--- src/rtl/cmt_pkg.sv ---
package cmt_pkg;

    localparam int ADDR_W = 3;

    typedef enum logic [ADDR_W-1:0] {
        REG_CTRL   = 3'd0,
        REG_PERIOD = 3'd1,
        REG_DUTY   = 3'd2,
        REG_FLAG   = 3'd3,
        REG_COUNT  = 3'd4
    } reg_addr_e;

    localparam int CTRL_RUN_BIT = 0;
    localparam int CTRL_CLR_BIT = 1;
    localparam int CTRL_IE_BIT  = 2;
    localparam int FLAG_BIT     = 0;

    typedef struct packed {
        logic ie;
        logic run;
    } ctrl_t;

    typedef struct packed {
        logic step;
        logic cmp;
        logic duty;
    } match_t;

    // Falling (period) action outranks rising (duty) action.
    function automatic logic pwm_next(input logic cur, input match_t m);
        logic nxt;
        nxt = cur;
        if (m.step) begin
            if (m.cmp)
                nxt = 1'b0;
            else if (m.duty)
                nxt = 1'b1;
        end
        return nxt;
    endfunction

endpackage

--- src/rtl/cmt_regs.sv ---
module cmt_regs
    import cmt_pkg::*;
#(
    parameter int         W          = 8,
    parameter logic [W-1:0] PERIOD_RST = '1
) (
    input  logic              clk,
    input  logic              rst,
    input  logic              wr_en,
    input  logic [ADDR_W-1:0] addr,
    input  logic [W-1:0]      wr_data,
    input  logic [W-1:0]      cnt,
    input  logic              flag,
    output ctrl_t             ctrl,
    output logic [W-1:0]      period,
    output logic [W-1:0]      duty,
    output logic              clr_pulse,
    output logic              flag_w1c,
    output logic [W-1:0]      rd_data
);

    logic wr_ctrl, wr_period, wr_duty;

    always_comb begin
        wr_ctrl   = wr_en && (addr == REG_CTRL);
        wr_period = wr_en && (addr == REG_PERIOD);
        wr_duty   = wr_en && (addr == REG_DUTY);
        clr_pulse = wr_ctrl && wr_data[CTRL_CLR_BIT];
        flag_w1c  = wr_en && (addr == REG_FLAG) && wr_data[FLAG_BIT];
    end

    always_ff @(posedge clk) begin
        if (rst) begin
            ctrl   <= '0;
            period <= PERIOD_RST;
            duty   <= '0;
        end else begin
            if (wr_ctrl) begin
                ctrl.run <= wr_data[CTRL_RUN_BIT];
                ctrl.ie  <= wr_data[CTRL_IE_BIT];
            end
            if (wr_period)
                period <= wr_data;
            if (wr_duty)
                duty <= wr_data;
        end
    end

    always_comb begin
        rd_data = '0;
        case (addr)
            REG_CTRL: begin
                rd_data[CTRL_RUN_BIT] = ctrl.run;
                rd_data[CTRL_IE_BIT]  = ctrl.ie;
            end
            REG_PERIOD: rd_data = period;
            REG_DUTY:   rd_data = duty;
            REG_FLAG:   rd_data[FLAG_BIT] = flag;
            REG_COUNT:  rd_data = cnt;
            default:    rd_data = '0;
        endcase
    end

    AST_DUTY_ONLY_BY_WRITE: assert property (@(posedge clk) disable iff (rst)
        !wr_duty |=> $stable(duty));

    AST_PERIOD_ONLY_BY_WRITE: assert property (@(posedge clk) disable iff (rst)
        !wr_period |=> $stable(period));

endmodule

--- src/rtl/cmt_counter.sv ---
module cmt_counter
    import cmt_pkg::*;
#(
    parameter int W = 8
) (
    input  logic         clk,
    input  logic         rst,
    input  logic         step,
    input  logic         clr,
    input  logic [W-1:0] period,
    input  logic [W-1:0] duty,
    output logic [W-1:0] cnt,
    output match_t       match
);

    always_comb begin
        match.step = step;
        match.cmp  = step && (cnt == period);
        match.duty = step && (cnt == duty);
    end

    always_ff @(posedge clk) begin
        if (rst || clr)
            cnt <= '0;
        else if (match.cmp)
            cnt <= '0;
        else if (step)
            cnt <= cnt + 1'b1;
    end

    AST_CNT_WRAP: assert property (@(posedge clk) disable iff (rst)
        (step && !clr && cnt == period) |=> cnt == '0);

    AST_CNT_STEP: assert property (@(posedge clk) disable iff (rst)
        (step && !clr && cnt != period) |=> cnt == W'($past(cnt) + 1'b1));

    AST_CNT_HOLD: assert property (@(posedge clk) disable iff (rst)
        (!step && !clr) |=> $stable(cnt));

endmodule

--- src/rtl/cmt_pwm.sv ---
module cmt_pwm
    import cmt_pkg::*;
(
    input  logic   clk,
    input  logic   rst,
    input  logic   clr,
    input  match_t match,
    output logic   pwm
);

    always_ff @(posedge clk) begin
        if (rst || clr)
            pwm <= 1'b0;
        else
            pwm <= pwm_next(pwm, match);
    end

    AST_PWM_RISE: assert property (@(posedge clk) disable iff (rst)
        (match.duty && !match.cmp && !clr) |=> pwm);

    AST_PWM_FALL: assert property (@(posedge clk) disable iff (rst)
        match.cmp |=> !pwm);

    AST_PWM_HOLD: assert property (@(posedge clk) disable iff (rst)
        (!match.step && !clr) |=> $stable(pwm));

endmodule

--- src/rtl/cmt_flag.sv ---
module cmt_flag (
    input  logic clk,
    input  logic rst,
    input  logic set,
    input  logic w1c,
    output logic flag
);

    always_ff @(posedge clk) begin
        if (rst)
            flag <= 1'b0;
        else if (set)
            flag <= 1'b1;
        else if (w1c)
            flag <= 1'b0;
    end

    AST_FLAG_SET_WINS: assert property (@(posedge clk) disable iff (rst)
        set |=> flag);

    AST_FLAG_W1C: assert property (@(posedge clk) disable iff (rst)
        (w1c && !set) |=> !flag);

    AST_FLAG_STICKY: assert property (@(posedge clk) disable iff (rst)
        (flag && !w1c) |=> flag);

endmodule

--- src/rtl/cmt_timer.sv ---
module cmt_timer
    import cmt_pkg::*;
#(
    parameter int           W          = 8,
    parameter logic [W-1:0] PERIOD_RST = '1
) (
    input  logic              clk,
    input  logic              rst,
    input  logic              tick,
    input  logic              wr_en,
    input  logic [ADDR_W-1:0] addr,
    input  logic [W-1:0]      wr_data,
    output logic [W-1:0]      rd_data,
    output logic              irq,
    output logic              pwm_out
);

    ctrl_t          ctrl;
    logic [W-1:0]   period, duty, cnt;
    logic           clr_pulse, flag_w1c, flag, step;
    match_t         match;

    // A clear write outranks a tick on the same clock.
    assign step = tick && ctrl.run && !clr_pulse;

    cmt_regs #(.W(W), .PERIOD_RST(PERIOD_RST)) u_regs (
        .clk       (clk),
        .rst       (rst),
        .wr_en     (wr_en),
        .addr      (addr),
        .wr_data   (wr_data),
        .cnt       (cnt),
        .flag      (flag),
        .ctrl      (ctrl),
        .period    (period),
        .duty      (duty),
        .clr_pulse (clr_pulse),
        .flag_w1c  (flag_w1c),
        .rd_data   (rd_data)
    );

    cmt_counter #(.W(W)) u_counter (
        .clk    (clk),
        .rst    (rst),
        .step   (step),
        .clr    (clr_pulse),
        .period (period),
        .duty   (duty),
        .cnt    (cnt),
        .match  (match)
    );

    cmt_pwm u_pwm (
        .clk   (clk),
        .rst   (rst),
        .clr   (clr_pulse),
        .match (match),
        .pwm   (pwm_out)
    );

    cmt_flag u_flag (
        .clk  (clk),
        .rst  (rst),
        .set  (match.cmp && ctrl.ie),
        .w1c  (flag_w1c),
        .flag (flag)
    );

    assign irq = flag;

    AST_CLR_ZEROES: assert property (@(posedge clk) disable iff (rst)
        clr_pulse |=> (cnt == '0) && !pwm_out);

    AST_NO_SET_WITHOUT_IE: assert property (@(posedge clk) disable iff (rst)
        (!flag && !ctrl.ie) |=> !irq);

endmodule

--- config.mk ---
export PLATFORM = sky130hd
export DESIGN_NAME = cmt_timer
export DESIGN_NICKNAME = d
export VERILOG_FILES = /design/src/rtl/cmt_pkg.sv /design/src/rtl/cmt_regs.sv /design/src/rtl/cmt_counter.sv /design/src/rtl/cmt_pwm.sv /design/src/rtl/cmt_flag.sv /design/src/rtl/cmt_timer.sv
export SDC_FILE = /design/constraint.sdc
export NUM_CORES = 1
export LEC_CHECK = 0
export BUFFER_PORTS_ARGS = -buffer_cell sky130_fd_sc_hd__buf_4
export CAP_MARGIN = 20
export CORE_AREA = 2 2 64 66
export CTS_CLUSTER_DIAMETER = 200
export DETAILED_ROUTE_END_ITERATION = 16
export DIE_AREA = 0 0 66 68
export GPL_TIMING_DRIVEN = 0
export REMOVE_ABC_BUFFERS = 1
export SLEW_MARGIN = 20
export SYNTH_ARGS = -nofsm -noshare
export SYNTH_HDL_FRONTEND = slang
export SYNTH_SLANG_ARGS = --single-unit
--- constraint.sdc ---
create_clock -name clk -period 1.5 [get_ports clk]
set_input_delay 0.15 -clock clk [delete_from_list [all_inputs] [get_ports clk]]
set_output_delay 0.15 -clock clk [all_outputs]
set_load 0.01 [all_outputs]
Word level (Yosys, flattened, before mapping)
Index checks and enable logic that the tools add are counted.
{"block": "totals", "ff_bits": 28, "latch_bits": 0, "ramBits": 0, "mem_bits_ro": 0, "inputBits": 15, "word_cells": 40, "memories": 0}
{"block": "op_classes", "addsub": 1, "multipliers": 0, "div_mod_pow": 0, "n_lt_le_gt_ge": 0, "n_eq_ne": 6, "shifts": 0, "mux": 8, "bitwise": 0, "reduce_logical": 18}
{"op": "== test 8 bit", "n": 2}
{"op": "one-hot mux 5 bit (3 select lines)", "n": 1}
{"op": "logical AND 1 bit", "n": 11}
{"op": "adder 8 x 1 -> 8 bit, second input constant", "n": 1}
{"op": "== test 3 x 2 -> 1 bit, second input constant", "n": 2}
{"op": "one-hot mux 1 bit (5 select lines)", "n": 1}
{"op": "2-to-1 mux 1 bit", "n": 4}
{"op": "one-hot mux 1 bit (4 select lines)", "n": 1}
{"op": "nonzero test 2 bit", "n": 2}
{"op": "== test 3 x 1 -> 1 bit, second input constant", "n": 1}
{"op": "== test 3 bit, second input constant", "n": 1}
{"op": "zero test 3 bit", "n": 1}
{"op": "one-hot mux 1 bit (3 select lines)", "n": 1}
{"op": "AND reduction 2 bit", "n": 1}
{"op": "OR reduction 2 bit", "n": 1}
{"op": "zero test 1 bit", "n": 1}
{"op": "logical OR 1 bit", "n": 1}

Longest topological paths before layout
{"block": "depth", "ltp_word": 8, "ltp_mapped": 6, "mapped_depth_nobuf": 5}

Modules after synthesis
Synthesis repeated with hierarchy kept, for this count alone.
{"block": "unflattened", "cells_unflattened": 181, "hier_area_um2": 1641.6}
{"module": "cmt_regs", "n_inst": 1, "cells_per_inst": 108, "area_per_inst_um2": 963.4}
{"module": "cmt_counter", "n_inst": 1, "cells_per_inst": 64, "area_per_inst_um2": 589.3}
{"module": "cmt_flag", "n_inst": 1, "cells_per_inst": 4, "area_per_inst_um2": 38.8}
{"module": "cmt_pwm", "n_inst": 1, "cells_per_inst": 3, "area_per_inst_um2": 35.0}
{"module": "cmt_timer", "n_inst": 1, "cells_per_inst": 2, "area_per_inst_um2": 15.0}

Least setup slack after synthesis
No wires, ideal clock.
{"block": "synth_path", "kind": "register to register", "startpoint": "register u_counter.cnt[0]", "endpoint": "register u_counter.cnt[6]", "t_arrival_ns": 1.298, "required_ns": 1.383, "slack_ns": 0.085, "path_stages_with_launch": 7, "n_path_buf": 1, "period_less_slack_ns": 1.415, "path_cell_list": "dfxtp_1 -> clkbuf_1 -> xnor2_1 -> nand4_1 -> o21ai_2 -> o21ai_0 -> a22o_1"}
{"block": "synth_via", "elab_chain_cells": 3, "word_cells_on_any_way": 4}
{"element": "start: declaration", "line": "cmt_counter.sv:12", "source": "output logic [W-1:0] cnt,"}
{"element": "start signal: assignment", "line": "cmt_counter.sv:28", "source": "cnt <= cnt + 1'b1;"}
{"element": "parallel branches: the longest is 3 deep, another holds adder 8 x 1 -> 8 bit"}
Several ways; the timed one is not identified.
A chain may end at the register's enable or synchronous reset.

Worst setup path after layout
{"block": "layout_path", "startpoint": "register u_counter.cnt[1]", "endpoint": "register u_counter.cnt[7]"}
The elaborated chain is that of the path after synthesis.

==> impl_metrics.json <==
{
  "routabilityCongestion": 0.857,
  "drt_iter0_drc": 57,
  "yosysUniqueCellTypes": 30,
  "crit_type": "reg2reg",
  "fin_cells": 260,
  "cts_hold_buf": 0,
  "fin_ws_ns": 0.113,
  "fillers": 399,
  "fin_nets": 227,
  "cts_max_level": 1,
  "rows": 23,
  "synth_edf_count": 0,
  "p_leak_nw": 0.743,
  "fin_crit_ns": 1.39,
  "crit_arrival_ns": 1.56,
  "clock-root-buffer": "clkbuf_8",
  "io_buffer_count": 24,
  "synth_cells": 193,
  "synth_seq_area_share_pct": 36.6,
  "clk_pin_slew_ns": 0.10,
  "hold_violations": 0,
  "wl_per_cell_um": 13.7,
  "route.final.wire_length_um": 3560,
  "rsz0062_at_grt": "no",
  "initial_core_util_pct": 39.7,
  "core_sq_um": 3860,
  "synth_top_area_cell": "dfxtp_1",
  "remaining_drc_errors": 0,
  "tightestPinTransition_ns": 0.458,
  "die_w_um": 66,
  "power_density_nw_per_um2": 840,
  "syn_area_sq_um": 1530,
  "clk_path_buf_depth": 2,
  "cts_tree": "built",
  "whs_ns": 0.0815,
  "diodes": 0,
  "worst_ir_drop_vdd_v": 0.000452,
  "setup.worst_path.start": "u_counter.cnt[1]$_SDFFE_PP0P_",
  "postSynth.asyncResetShare_pct": 0,
  "clock_latency_ns": 0.28,
  "ys_warn_count": 0,
  "setup_violations": 0,
  "dp_slack_ns": -0.0576,
  "synthTopCellsByArea": "dfxtp_1 37%, nand2_1 11%, xnor2_1 5.7%",
  "outcome": "completed",
  "crit_fanout": 8,
  "cts_buffers": 3,
  "seqCellArea_sq_um": 573,
  "grt_overflow": 0,
  "placed_area_sq_um": 1720,
  "fin_util_pct": 47.6,
  "min_path_type": "in2reg",
  "clkSinkCount": 28,
  "timing.rr.start": "u_counter.cnt[1]$_SDFFE_PP0P_",
  "drive_gt1_share_pct": 21.4,
  "grt_first_pass_wirelength_um": 5980,
  "synth_top_area_share_pct": 36.6,
  "grt_max_degree": 21,
  "area_growth_pct": 20.0,
  "cap_violations": 0,
  "dpl.cell_count": 254,
  "required_ns": 1.68,
  "vias": 1331,
  "ys_ff_latch": 28,
  "worstReg2RegEnd": "u_counter.cnt[7]$_SDFFE_PP0P_",
  "postLayoutCellArea_sq_um": 1840,
  "antenna_found_initial": 0,
  "ys.flop_type": "dfxtp_1",
  "r2r_slack_ns": 0.11,
  "relSlewSlack_pct": 69.5,
  "dp_hpwl_um": 2670,
  "post-route-period-util_pct": 92.4,
  "routed_via_density": 5.12,
  "drtAntennaViolNets": 0,
  "cp-end-kind": "flip-flop",
  "start_kind": "flip-flop",
  "hold_path_depth": 3,
  "avgSynthCellArea_sq_um": 7.93,
  "finClkSkew_ns": 0.00378,
  "synth_most_common_cell": "nand2_1",
  "synth_commonest_cells": "43 x nand2_1, 28 x dfxtp_1, 12 x clkbuf_1, 12 x nor2_1",
  "first_global_vias": 1181,
  "endpoint": "u_counter.cnt[7]$_SDFFE_PP0P_",
  "chipHeight_um": 68,
  "multiInputGateArea_sq_um": 931,
  "rr_worst_depth": 5,
  "timing.fmax_ghz": 0.721,
  "grt_use_total_pct": 17.4,
  "ios": 25,
  "slew_viol_final": 0,
  "first_pass_iters": 4,
  "die-area_sq_um": 4490
}
[how the worst min path moves through the flow]
| stage | startpoint | end |
|---|---|---|
| floorplan | rst | u_regs.duty[0]$_SDFFE_PP0P_ |
| global placement | wr_data[6] | u_regs.period[6]$_SDFFE_PP1P_ |
| detailed placement | wr_data[6] | u_regs.period[6]$_SDFFE_PP1P_ |
| CTS | wr_data[6] | u_regs.period[6]$_SDFFE_PP1P_ |
| global route | wr_data[3] | u_regs.period[3]$_SDFFE_PP1P_ |
| finish | wr_data[3] | u_regs.period[3]$_SDFFE_PP1P_ |
[state kept, by name, indices dropped and copies added (netlist names)]
register,flops
u_regs.duty,8
u_pwm.pwm,1
u_regs.ctrl,2
u_regs.period,8
u_flag.flag,1
u_counter.cnt,8
[logic make-up after synthesis]
family          after synthesis  share of synthesized area, %
compound gates               37                          15.6
xor+xnor                     20                          11.4
fa+ha+maj                     1                         0.818
buf+inv                      14                          3.52
flops                        28                          36.6
mux                           5                          3.27
simple gates                 88                          28.7
[metal layers]
metal / wire length [um] / part of all wire [%] / GRT usage (%)
met1: 1860 / 52 / 25.8
met2: 1540 / 43 / 25.6
met3: 117 / 3.3 / 2.80
met4: 46 / 1.3 / 5.36
met5: 0 / 0 / 0
[worst max-delay path, stage by stage, from the launching register on]
cell	delay (ns)
dfxtp_2	0.44
xnor2_1	0.14
nand4_1	0.14
o21ai_2	0.22
o21ai_0	0.11
a22o_1	0.23
[power breakdown]
part	internal (W)	total (W)	switching, W
combinational	0.0000832	0.000174	0.0000909
sequential	0.000755	0.000770	0.0000144
clock	0.000358	0.000598	0.000241
total	0.00120	0.00154	0.000346
[cells in the final DEF, fill, tap and decap left out, types with 2 or more instances in the layout]
| cell | Yosys | routed |
|---|---|---|
| a21oi_1 | 9 | 9 |
| a22o_1 | 3 | 3 |
| a22oi_1 | 8 | 8 |
| a31oi_1 | 2 | 2 |
| and2_1 | 3 | 3 |
| and4_1 | 2 | 2 |
| buf_4 | 0 | 26 |
| clkbuf_8 | 0 | 3 |
| dfxtp_1 | 28 | 20 |
| dfxtp_2 | 0 | 7 |
| mux2i_1 | 5 | 5 |
| nand2_1 | 43 | 43 |
| nand3_1 | 3 | 3 |
| nand3b_1 | 8 | 8 |
| nand4_1 | 3 | 3 |
| nor2_1 | 12 | 12 |
| nor2b_1 | 7 | 5 |
| nor3_1 | 3 | 3 |
| nor4_1 | 2 | 2 |
| o21ai_0 | 10 | 9 |
| xnor2_1 | 10 | 10 |
| xor2_1 | 10 | 10 |
[through the flow]
stage | setup TNS [ns] | power, W
after global placement | -0.234 | 0.000958
after detailed placement | -0.195 | 0.000957
final | 0 | 0.00154
after global routing | 0 | 0.00161
after CTS | 0 | 0.00156
after floorplan | 0 | 0.000869
[layout make-up]
cell class	count	area share [%]
multi-input cells	151	50.7
flip-flops and latches	28	31.2
repair buffers	26	10.6
well taps	50	3.41
clock buffers	3	2.25
clock inverters	1	1.63
inverters	1	0.204
[what timing repair did]
action / CTS / global route
endpoints found under the setup margin: 6 / 17
setup buffers: 0 / 2
resized for setup: 2 / 12
cloned: 0 / 0
(Power assumes the default switching activity.)
